--- config.mk ---
export PLATFORM = sky130hd
export DESIGN_NAME = adc_conv_sched
export DESIGN_NICKNAME = d
export VERILOG_FILES = /design/src/rtl/adc_conv_sched.sv
export SDC_FILE = /design/constraint.sdc
export NUM_CORES = 1
export LEC_CHECK = 0
export ABC_AREA = 1
export BUFFER_PORTS_ARGS = -buffer_cell sky130_fd_sc_hd__buf_2
export CAP_MARGIN = 10
export CORE_ASPECT_RATIO = 0.5
export CORE_MARGIN = 5
export CORE_UTILIZATION = 35
export DETAILED_ROUTE_END_ITERATION = 8
export HOLD_SLACK_MARGIN = 0.06
export PLACE_DENSITY = 0.53
export SYNTH_ARGS = -nofsm -noshare
export SYNTH_HDL_FRONTEND = slang
export SYNTH_SLANG_ARGS = --single-unit
--- constraint.sdc ---
create_clock -name clk -period 3.2 [get_ports clk]
set_input_delay 0.48 -clock clk [delete_from_list [all_inputs] [get_ports clk]]
set_output_delay 0.48 -clock clk [all_outputs]
set_load 0.02 [all_outputs]
--- src/rtl/adc_conv_sched.sv ---
module adc_conv_sched #(
  parameter int DW   = 10,
  parameter int DLY1 = 16,
  parameter int DLY2 = 64,
  parameter int DLY3 = 256
) (
  input  logic          clk,
  input  logic          rst_n,
  input  logic          glob_en,
  input  logic          temp_off,
  input  logic [1:0]    cur_en,
  input  logic [1:0]    vout_en,
  input  logic [1:0]    vds_en,
  input  logic [1:0]    prot_en,
  input  logic [1:0]    prot_mode,
  input  logic [1:0]    dly_code,
  output logic [3:0]    adc_sel,
  output logic          adc_start,
  input  logic          adc_done,
  input  logic [DW-1:0] adc_data,
  output logic          isns_pwr,
  input  logic [3:0]    rd_addr,
  input  logic          rd_en,
  output logic [DW-1:0] rd_data,
  output logic          rd_valid
);
  localparam int NSRC = 9;
  localparam int IW   = 4;
  localparam int CW   = $clog2(DLY3 + 1);

  typedef enum logic [1:0] {S_PICK, S_CONV, S_WAIT} st_t;

  st_t             state;
  logic [IW-1:0]   cur, last, nxt;
  logic            start_q;
  logic [CW-1:0]   cnt, dly_len;
  logic [NSRC-1:0] vld, src_mask;
  logic [DW-1:0]   res [NSRC];
  logic            reduced, rd_ok;

  assign reduced = |(prot_en & prot_mode);

  assign src_mask = {NSRC{glob_en}} & (reduced ?
                    {{(NSRC-2){1'b0}}, 2'b11} :
                    {vds_en[1], vds_en[0], vout_en[1], vout_en[0], 1'b1,
                     ~temp_off, ~temp_off, cur_en[1], cur_en[0]});

  always_comb begin
    case (dly_code)
      2'd1:    dly_len = CW'(DLY1);
      2'd2:    dly_len = CW'(DLY2);
      2'd3:    dly_len = CW'(DLY3);
      default: dly_len = '0;
    endcase
  end

  always_comb begin
    logic found;
    found = 1'b0;
    nxt   = last;
    for (int k = 1; k <= NSRC; k++) begin
      int j;
      j = int'(last) + k;
      if (j >= NSRC) j = j - NSRC;
      if (!found && src_mask[j]) begin
        found = 1'b1;
        nxt   = IW'(j);
      end
    end
  end

  always_ff @(posedge clk or negedge rst_n) begin
    if (!rst_n) begin
      state   <= S_PICK;
      cur     <= '0;
      last    <= IW'(NSRC - 1);
      start_q <= 1'b0;
      cnt     <= '0;
      vld     <= '0;
      for (int i = 0; i < NSRC; i++) res[i] <= '0;
    end else begin
      start_q <= 1'b0;
      if (rd_en && rd_ok) vld[rd_addr] <= 1'b0;
      case (state)
        S_PICK: if (|src_mask) begin
          cur     <= nxt;
          start_q <= 1'b1;
          state   <= S_CONV;
        end
        S_CONV: if (adc_done) begin
          res[cur] <= adc_data;
          vld[cur] <= 1'b1;
          last     <= cur;
          if (!reduced && dly_len != '0) begin
            cnt   <= dly_len - CW'(1);
            state <= S_WAIT;
          end else begin
            state <= S_PICK;
          end
        end
        S_WAIT: if (reduced || cnt == '0) state <= S_PICK;
                else cnt <= cnt - CW'(1);
        default: state <= S_PICK;
      endcase
    end
  end

  assign adc_sel   = cur;
  assign adc_start = start_q;
  assign isns_pwr  = (state == S_CONV) && (cur < IW'(2));
  assign rd_ok     = rd_addr < IW'(NSRC);
  assign rd_data   = rd_ok ? res[rd_addr] : '0;
  assign rd_valid  = rd_ok ? vld[rd_addr] : 1'b0;

  AST_START_PULSE: assert property (@(posedge clk) disable iff (!rst_n)
    adc_start |=> !adc_start);
  AST_SEL_HOLD: assert property (@(posedge clk) disable iff (!rst_n)
    (state == S_CONV && !adc_done) |=> $stable(adc_sel));
  AST_IDLE_WHEN_OFF: assert property (@(posedge clk) disable iff (!rst_n)
    (state == S_PICK && src_mask == '0) |=> !adc_start);
  AST_PWR_WITH_START: assert property (@(posedge clk) disable iff (!rst_n)
    $rose(isns_pwr) |-> adc_start);
  AST_REDUCED_CUR: assert property (@(posedge clk) disable iff (!rst_n)
    (adc_start && $past(reduced)) |-> (adc_sel < IW'(2)));
  AST_REDUCED_NO_GAP: assert property (@(posedge clk) disable iff (!rst_n)
    (state == S_CONV && adc_done && reduced) |=> state == S_PICK);
  AST_WRITE_VALID: assert property (@(posedge clk) disable iff (!rst_n)
    (state == S_CONV && adc_done) |=> vld[$past(cur)]);
endmodule

==> metrics.cfg, run 1 <==
[placed_design]
gp_congestion = 0.919
port_buffers = 48
dpl-instance-area_um2 = 8890
dp_hpwl_um = 17400

[floorplanning]
die_area_um2 = 26200
io_pins = 49
core_region_area_um2 = 22600
die_w_um = 224
start_util = 0.354
core.rowCount = 39
die_y_um = 117

[route]
via_per_inst = 5.17
drtIter0Drc = 546
via_count = 7900
wl_per_cell_um = 16.3
totalWireLength_um = 24900
dr.pass1.iters = 5
drc_errors = 0
ant_nets = 0

[synth]
yosys_warnings = 0
synth_fp_nets = 1160
yosysTopAreaCell = dfrtp_1
synth_area_leaders = dfrtp_1 (37%), nand2_1 (16%), o21ai_0 (8.1%)
syn_area_per_cell_um2 = 7.24
synth.most_common_cell = nand2_1
ys_seq_area_frac = 0.372
syn_inst = 1106
synth.ff_latch_count = 119
syn_area_um2 = 8010
synth-edff-count = 0
synth_ff_type = dfrtp_1
synthDistinctLibCells = 46
synthDominantCellAreaShare = 0.369
synthArstFlopShare = 1.00
yosys-top-cells-count = nand2_1 (348), o21ai_0 (130), dfrtp_1 (118)

[sta]
worst_pin_slew_ns = 0.908
drv_slew = 0
period_share = 0.939
hold-worst-slack_ns = 0.314
hold_violations = 0
clock-skew-final_ns = 0.0142
setup_viol_count_final = 0
maxSlewHeadroom = 0.393
fin_crit_ns = 3.00
max_clock_freq_mhz = 333

[global_route]
grt_pass1_wl_um = 39500
grt_pass1_vias = 7336
grt-ovfl-total = 0
antenna_found_initial = 0
grt_max_degree = 50
grt_usage = 0.189

[power_and_ir_drop]
vdd_drop_max_uv = 528
p_sw_frac = 0.503
sequentialPowerShare = 0.197
power.switching_w = 0.00666
p_comb_frac = 0.658
power.total_w = 0.0132
total_leakage_power_nw = 4.85
p_per_area_nw_per_um2 = 1330
internal-power_w = 0.00658
clkPwrFrac = 0.146

[clock_network]
numCtsBuffers = 17
h-tree-depth = 4
clk_latency_ns = 0.42
clkSinkCount = 119
cts.clk_slew.worst_paths_ns = 0.06
max-clock-path-buffers = 2
cts_tree = built
cts-root-buf = clkbuf_16

[layout]
n_antenna_cell = 0
drive_gt1_frac = 0.220
nFillCells = 2352
final_area_um2 = 9950
multi_input_area_um2 = 4690
fin_nets = 1262
syn2layout_area_growth_pct = 24.2
seqCellArea_um2 = 2980

[job]
cap_violations = 0

[critical_path]
start_kind = flip-flop
crit_buf_inv = 5
cp_max_fo = 8
critPathSlowestCell = dfrtp_2
crit_path_end_kind = flip-flop
cp.arrival_ns = 3.31
worst-setup-path-type = reg -> reg
cp_top_family = simple AND/OR/NAND/NOR gates
slowest_delay_ns = 0.45
path_cells = inv_4 > buf_6 > ha_2 > nand3_2 > nand2_4 > nand2_4 > nand2_1 > o21ai_2 > a21oi_2 > nand2_1 > nand3_2 > nand2_4 > inv_4 > nand2_4 > nor2_8 > nand4_4 > inv_2 > nand3_4 > o21ai_1 > inv_1 > nand2_1 > nand2_1
cp_data_required_time_ns = 3.51

[worst_hold_path]
hold_class = in -> reg

[outcome]
outcome = finished clean

==> worst reg2reg max path, cell delays in order, from the launching register on <==
cell,delay [ns]
dfrtp_2,0.45
inv_4,0.11
buf_6,0.17
ha_2,0.23
nand3_2,0.10
nand2_4,0.10
nand2_4,0.09
nand2_1,0.10
o21ai_2,0.11
a21oi_2,0.13
nand2_1,0.08
nand3_2,0.09
nand2_4,0.08
inv_4,0.09
nand2_4,0.07
nor2_8,0.17
nand4_4,0.12
inv_2,0.13
nand3_4,0.13
o21ai_1,0.19
inv_1,0.05
nand2_1,0.06
nand2_1,0.04
==> metrics by stage <==
stage / setup TNS (ns) / std cells / setup slack (ns) / utilization
floorplan: 0 / 1106 / 0.204 / -
global placement: 0 / 1476 / 0.0810 / 0.392
detailed placement: -0.0267 / 1476 / -0.0215 / 0.392
CTS: 0 / 1508 / 0.00914 / 0.419
global route: -0.104 / 1527 / -0.0380 / 0.439
finish: 0 / 1527 / 0.196 / 0.439
==> registers in the layout, indices dropped and copies added, names as in the netlist <==
signal,cells
last,4
adc_start,1
vld,9
cnt,9
res,90
state,2
adc_sel,4
==> cells by family (layout without fill, tap and decap cells) <==
| group | Yosys count | after routing | share of synthesized area |
|---|---|---|---|
| DFF | 119 | 119 | 0.372 |
| buffers and inverters | 154 | 267 | 0.0762 |
| and+or+nand+nor | 566 | 567 | 0.329 |
| AOI/OAI and AO/OA | 228 | 228 | 0.168 |
| adders and majority gates | 22 | 22 | 0.0344 |
| xor gates and xnor gates | 17 | 17 | 0.0205 |
==> final cells by class <==
type,instances,share of cell area
clock inverters,12,0.0141
well taps,307,0.0386
flip-flops and latches,119,0.300
repair buffers,121,0.0850
clock buffers,19,0.0455
multi-input cells,834,0.471
inverters,115,0.0457
==> cells in the final DEF (no fill, tap or decap), types with 3 or more instances in the layout <==
master | synthesis | layout
nand3_4 | 1 | 6
buf_12 | 0 | 3
xor2_1 | 12 | 11
clkinv_4 | 0 | 3
nand3_1 | 81 | 77
o21ai_1 | 15 | 14
nand4_1 | 26 | 26
inv_2 | 11 | 9
o211ai_1 | 7 | 7
nor4_1 | 5 | 5
a21oi_1 | 17 | 15
clkbuf_16 | 0 | 17
nor3_1 | 9 | 8
a21boi_0 | 11 | 11
buf_4 | 0 | 67
o21ai_2 | 3 | 11
a31oi_1 | 4 | 4
nor2_2 | 1 | 4
nand2_1 | 348 | 338
inv_4 | 1 | 5
a22oi_1 | 23 | 23
ha_1 | 22 | 16
a221o_1 | 11 | 11
clkinvlp_4 | 0 | 3
dfrtp_1 | 118 | 116
buf_2 | 2 | 47
nand3_2 | 12 | 11
nand2_2 | 22 | 27
nand2_4 | 12 | 17
ha_4 | 0 | 4
inv_1 | 102 | 99
o21ai_0 | 130 | 122
inv_6 | 1 | 5
nor2_1 | 38 | 36
==> worst paths after layout <==
| path | startpoint | to | slack (ns) | cells after the start |
|---|---|---|---|---|
| hold reg to reg | res[48] | res[48] | 0.48 | 2 |
| max in group asynchronous | rst_n | res[55] | 1.98 | 3 |
| hold / removal | rd_addr[2] | vld[0] | 0.31 | 3 |
| setup reg to reg | last[0] | adc_sel[1] | 0.20 | 22 |
| min in group asynchronous | rst_n | res[72] | 0.53 | 2 |
| setup / recovery | last[0] | adc_sel[1] | 0.20 | 22 |
==> power groups by stage <==
stage | clock network [W] | registers [W] | logic (W)
2_1_floorplan | 0 | 0.00250 | 0.00573
3_3_place_gp | 0 | 0.00259 | 0.00761
3_5_place_dp | 0 | 0.00260 | 0.00768
4_1_cts | 0.00198 | 0.00259 | 0.00771
5_1_grt | 0.00204 | 0.00268 | 0.00971
6_report | 0.00193 | 0.00261 | 0.00871
==> routing by layer <==
layer / vias up / global-route usage / part of all wire
li1: 3878 / - / -
met1: 3757 / 0.253 / 0.46
met2: 211 / 0.320 / 0.47
met3: 54 / 0.0309 / 0.046
met4: 0 / 0.0612 / 0.025
met5: - / 0 / 0
==> timing repair <==
action / 4_1_cts / 5_1_grt
endpoints found under the hold margin: 27 / 0
endpoints found under the setup margin: 2 / 4
setup buffers: 0 / 18
resized for setup: 1 / 74
pin swaps: 0 / 23
hold buffers: 1 / 0
cloned: 0 / 1
Note: power is estimated with default switching activity, not from simulation.
==> run 2, diff against run 1 <==
--- a/config.mk
+++ b/config.mk
@@ -5,7 +5,6 @@
 export SDC_FILE = /design/constraint.sdc
 export NUM_CORES = 1
 export LEC_CHECK = 0
-export ABC_AREA = 1
 export BUFFER_PORTS_ARGS = -buffer_cell sky130_fd_sc_hd__buf_2
 export CAP_MARGIN = 10
 export CORE_ASPECT_RATIO = 0.5
@@ -13,7 +12,7 @@
 export CORE_UTILIZATION = 35
 export DETAILED_ROUTE_END_ITERATION = 8
 export HOLD_SLACK_MARGIN = 0.06
-export PLACE_DENSITY = 0.53
+export PLACE_DENSITY = 0.52
 export SYNTH_ARGS = -nofsm -noshare
 export SYNTH_HDL_FRONTEND = slang
 export SYNTH_SLANG_ARGS = --single-unit
==> metrics.cfg, run 2 <==
[sta]
rsz0062_at_grt = yes
worst_slack_ns = -0.493
drv_slew = 0
maxSlewHeadroom = 0.343
setup_viol_count_final = 4
hold_violations = 0
worst_pin_slew_ns = 0.986
max_clock_freq_mhz = 271
hold-worst-slack_ns = 0.224
period_share = 1.15
clock-skew-final_ns = 0.0160
fin_crit_ns = 3.69

[global_route]
grt_pass1_wl_um = 47800
grt_usage = 0.208
grt_max_degree = 78
grt_pass1_vias = 8537
grt-ovfl-total = 0
antenna_found_initial = 1

[layout]
layout_common_cells = buf_4 (245), dfrtp_1 (115), mux2_2 (100)
largest-register = res
largest_reg_flops = 90
final_common_cell = buf_4
fin_nets = 1226
post-route-util = 0.498
largestRegisters = res: 90 flops, cnt: 9 flops, vld: 9 flops
fin_cells = 1527
final_area_um2 = 12600
n_antenna_cell = 0
nFillCells = 2292
syn2layout_area_growth_pct = 40.3
drive_gt1_frac = 0.481

[clock_network]
cts_tree = built
h-tree-depth = 4
cts.clk_slew.worst_paths_ns = 0.06
clkSinkCount = 119
max-clock-path-buffers = 2
clk_latency_ns = 0.41
numCtsBuffers = 17
postCtsHoldBufs = 0
cts-root-buf = clkbuf_16

[synth]
yosysTopAreaCell = dfrtp_1
yosys-top-cells-count = dfrtp_1 (118), mux2_2 (100), nand2_1 (72)
syn_inst = 904
yosys_warnings = 0
synth.most_common_cell = dfrtp_1
synth-edff-count = 0
synth_area_leaders = dfrtp_1 (33%), mux2_2 (13%), mux4_2 (5.5%)
synthArstFlopShare = 1.00
syn_area_um2 = 8950
ys_seq_area_frac = 0.333
synthDistinctLibCells = 98
synth_fp_nets = 958
synthDominantCellAreaShare = 0.330
synth_ff_type = dfrtp_1
syn_area_per_cell_um2 = 9.90
synth.ff_latch_count = 119

[critical_path]
startpoint = last[1]
cp_max_fo = 7
r2r_slack_ns = -0.49
critPathSlowestCell = or4_4
slowest_delay_ns = 0.59
worst-setup-path-type = reg -> reg
r2r_end = adc_sel[3]
crit_buf_inv = 3
start_kind = flip-flop
crit_path_end_kind = flip-flop
cp_data_required_time_ns = 3.55
cp_top_family = simple AND/OR/NAND/NOR gates
cp.arrival_ns = 4.04
path_depth = 15
reg2reg_depth = 15
path_cells = clkinvlp_4 > buf_6 > buf_12 > ha_4 > or4b_4 > o211ai_4 > nand3_2 > mux2i_1 > o31ai_2 > or2_4 > or4_4 > nor3_4 > nand2b_1 > a31oi_1 > a41o_1
timing.rr.start = last[1]

[placed_design]
dpl-instance-area_um2 = 11200
dp.cells = 1462
gp_congestion = 0.992
port_buffers = 48
dp_hpwl_um = 22300

[route]
wl_per_cell_um = 19.8
via_count = 8521
via_per_inst = 5.58
drtIter0Drc = 732
ant_nets = 0
dr.pass1.iters = 5
totalWireLength_um = 30300
drc_errors = 0

[floorplanning]
core_region_area_um2 = 25200
die_w_um = 236
io_pins = 49
die_area_um2 = 29100
die_y_um = 123
start_util = 0.355
core.rowCount = 41

[job]
cap_violations = 0

[worst_hold_path]
hold_class = in -> async

[outcome]
failed_checks = negative setup slack
outcome = finished with violations

==> run 2: cell types whose count changed in the layout (fill, tap and decap cells not counted), moves of 20 or more <==
cell / before / now
nand2_1: 338 / 71
buf_4: 67 / 245
mux2_2: 0 / 100
inv_1: 99 / 9
o21ai_0: 122 / 52
nand3_1: 77 / 31
mux2i_1: 0 / 29
nand2_2: 27 / 1
mux4_2: 0 / 22
xnor2_1: 2 / 22
==> run 2: stage by stage <==
stage / setup WS, ns / TNS [ns]
floorplan: -0.591 / -2.16
global placement: -0.584 / -2.07
detailed placement: -0.625 / -2.24
CTS: -0.441 / -1.57
global route: -0.665 / -2.49
finish: -0.493 / -1.80
==> run 2: cell families (layout without fill, tap and decap cells) <==
logic type	after synthesis	count (layout)	synth area share
adder cells (fa/ha/maj)	22	22	0.0308
buffers and inverters	69	348	0.0338
AO/OA/AOI/OAI	214	214	0.169
multiplexers	152	152	0.215
AND/OR/NAND/NOR	296	296	0.185
flip-flops	119	119	0.333
XOR/XNOR	32	32	0.0338
==> run 2: timing repair <==
action,in CTS,in global routing
setup buffers,34,1
gates resized for setup,68,18
setup endpoints to repair,4,4
pin swaps,42,2
==> run 2: per-layer routing <==
layer / vias to the layer above / part of all wire / GRT usage
li1: 3956 / - / -
met3: 71 / 0.049 / 0.0259
met5: - / 0 / 0
met4: 0 / 0.042 / 0.0902
met1: 4218 / 0.45 / 0.282
met2: 276 / 0.46 / 0.341
==> run 2: worst max path at each step <==
stage / to
4_1_cts: adc_sel[3]
5_1_grt: adc_sel[3]
3_5_place_dp: adc_sel[3]
2_1_floorplan: adc_sel[3]
6_report: adc_sel[3]
3_3_place_gp: adc_sel[3]
==> run 2: area by class of cell <==
class | instances | area, um^2 | area share
Clock buffer | 21 | 460 | 0.0367
Clock inverter | 9 | 126 | 0.0101
Inverter | 12 | 63.8 | 0.00508
Multi-Input combinational cell | 716 | 6210 | 0.495
Sequential cell | 119 | 2980 | 0.238
Tap cell | 344 | 430 | 0.0343
Timing Repair Buffer | 306 | 2280 | 0.181
Power of run 2 is left out: the tool's default activity adds up to more than one toggle a clock period on the data nets, which glitch-free logic cannot reach.
==> run 3, diff against run 2 <==
--- a/config.mk
+++ b/config.mk
@@ -9,10 +9,10 @@
 export CAP_MARGIN = 10
 export CORE_ASPECT_RATIO = 0.5
 export CORE_MARGIN = 5
-export CORE_UTILIZATION = 35
+export CORE_UTILIZATION = 57
 export DETAILED_ROUTE_END_ITERATION = 8
 export HOLD_SLACK_MARGIN = 0.06
-export PLACE_DENSITY = 0.52
+export PLACE_DENSITY = 0.78
 export SYNTH_ARGS = -nofsm -noshare
 export SYNTH_HDL_FRONTEND = slang
 export SYNTH_SLANG_ARGS = --single-unit
==> metrics.cfg, run 3 (synthesis results as in run 2) <==
[job]
cap_violations = 0

[global_route]
grt_pass1_wl_um = 46200
grt_pass1_vias = 8624
grt_max_degree = 75
grt_usage = 0.311
grt-ovfl-total = 0
antenna_found_initial = 0

[worst_hold_path]
hold_class = in -> async

[layout]
nFillCells = 938
largestRegisters = res: 90 flops, cnt: 9 flops, vld: 9 flops
n_antenna_cell = 0
largest_reg_flops = 90
largest-register = res
multi_input_area_um2 = 6200
final_common_cell = buf_4
fin_cells = 1347
seqCellArea_um2 = 2980
drive_gt1_frac = 0.461
fin_nets = 1184
syn2layout_area_growth_pct = 34.4
layout_common_cells = buf_4 (206), dfrtp_1 (115), mux2_2 (100)

[floorplanning]
io_pins = 49
core_region_area_um2 = 15400
start_util = 0.580
die_area_um2 = 18500
die_w_um = 187
core.rowCount = 32
die_y_um = 98.6

[critical_path]
critPathSlowestCell = dfrtp_2
worst-setup-path-type = reg -> reg
cp.arrival_ns = 4.07
slowest_delay_ns = 0.40
reg2reg_depth = 17
cp_top_family = simple AND/OR/NAND/NOR gates
cp_data_required_time_ns = 3.49
crit_path_end_kind = flip-flop
path_cells = clkinvlp_4 > ha_4 > buf_6 > and4bb_4 > a31oi_1 > buf_4 > buf_6 > a22oi_1 > o22ai_1 > nand3_1 > buf_4 > and3_4 > nand2_1 > nor3b_2 > nor4b_1 > or3_1 > a41o_1
cp_max_fo = 6
path_depth = 17
crit_buf_inv = 5
start_kind = flip-flop

[sta]
finalSetupTns_ns = -2.24
max_clock_freq_mhz = 264
fin_crit_ns = 3.78
rsz0062_at_grt = yes
hold_violations = 0
maxSlewHeadroom = 0.427
clock-skew-final_ns = 0.0158
drv_slew = 0
period_share = 1.18
worst_pin_slew_ns = 0.859
worst_slack_ns = -0.584
setup_viol_count_final = 4

[outcome]
failed_checks = negative setup slack
outcome = finished with violations

[route]
ant_nets = 0
via_count = 8768
drc_errors = 0
drtIter0Drc = 1091
wl_per_cell_um = 21.9
via_per_inst = 6.51
totalWireLength_um = 29600
dr.pass1.iters = 6

[clock_network]
clk_latency_ns = 0.42
cts.clk_slew.worst_paths_ns = 0.07
cts_tree = built
cts-root-buf = clkbuf_16
clkSinkCount = 119
h-tree-depth = 4
max-clock-path-buffers = 2
numCtsBuffers = 17
postCtsHoldBufs = 0

[placed_design]
dp.cells = 1289
gp_congestion = 0.960
port_buffers = 48
dp_hpwl_um = 20400

==> run 3: cell types whose count changed in the layout (fill, tap and decap cells not counted), moves of 3 or more <==
cell / before / now
nor4_1: 7 / 4
buf_4: 245 / 206
buf_12: 6 / 3
inv_6: 0 / 6
or2_4: 5 / 2
nor3_2: 6 / 3
clkinv_2: 4 / 0
nor3_1: 10 / 14
nor4_2: 0 / 3
==> run 3: worst paths after layout <==
path                       startpoint    endpoint  slack (ns)
setup / recovery              last[1]  adc_sel[3]       -0.58
min in group clk             adc_done    state[0]        0.35
setup reg to reg              last[1]  adc_sel[3]       -0.58
max in group asynchronous       rst_n     res[53]        2.28
hold / removal                  rst_n     last[0]        0.08
hold reg to reg                vld[8]      vld[8]        0.49
==> run 3: final cells by class <==
class                      instances  share of cell area
inverter                          12             0.00531
sequential                       119               0.248
tap                              204              0.0212
clock buffer                      18              0.0357
timing repair buffer             264               0.161
clock inverter                    14              0.0136
multi-input combinational        716               0.516
==> run 3: worst reg2reg max path, delay by kind of cell, from the launching register on <==
family / cells / cell delay, ns
AND/OR/NAND/NOR: 7 / 1.58
buffers and inverters: 5 / 0.79
AO/OA/AOI/OAI: 4 / 0.61
adder cells (fa/ha/maj): 1 / 0.26
flip-flops: 1 / 0.40
==> run 3: stage by stage <==
step	utilization	worst slack, ns	cell area [um^2]	hold slack, ns
CTS	0.752	-0.454	11600	0.0982
global route	0.780	-0.658	12000	0.120
finish	0.780	-0.584	12000	0.0785
global placement	0.700	-0.555	10800	0.457
detailed placement	0.700	-0.596	10800	0.478
floorplan	-	-0.591	9140	0.184
==> run 3: metal layers <==
metal,share of wire,global-route usage
met2,0.48,0.521
met5,0,0
met4,0.034,0.111
met3,0.078,0.0513
met1,0.41,0.413
==> run 3: repair_timing <==
item	in CTS	in global routing
setup buffers	8	18
resized for setup	30	54
pin swaps	15	40
endpoints found under the setup margin	4	4
Power of run 3 is left out for the same reason.
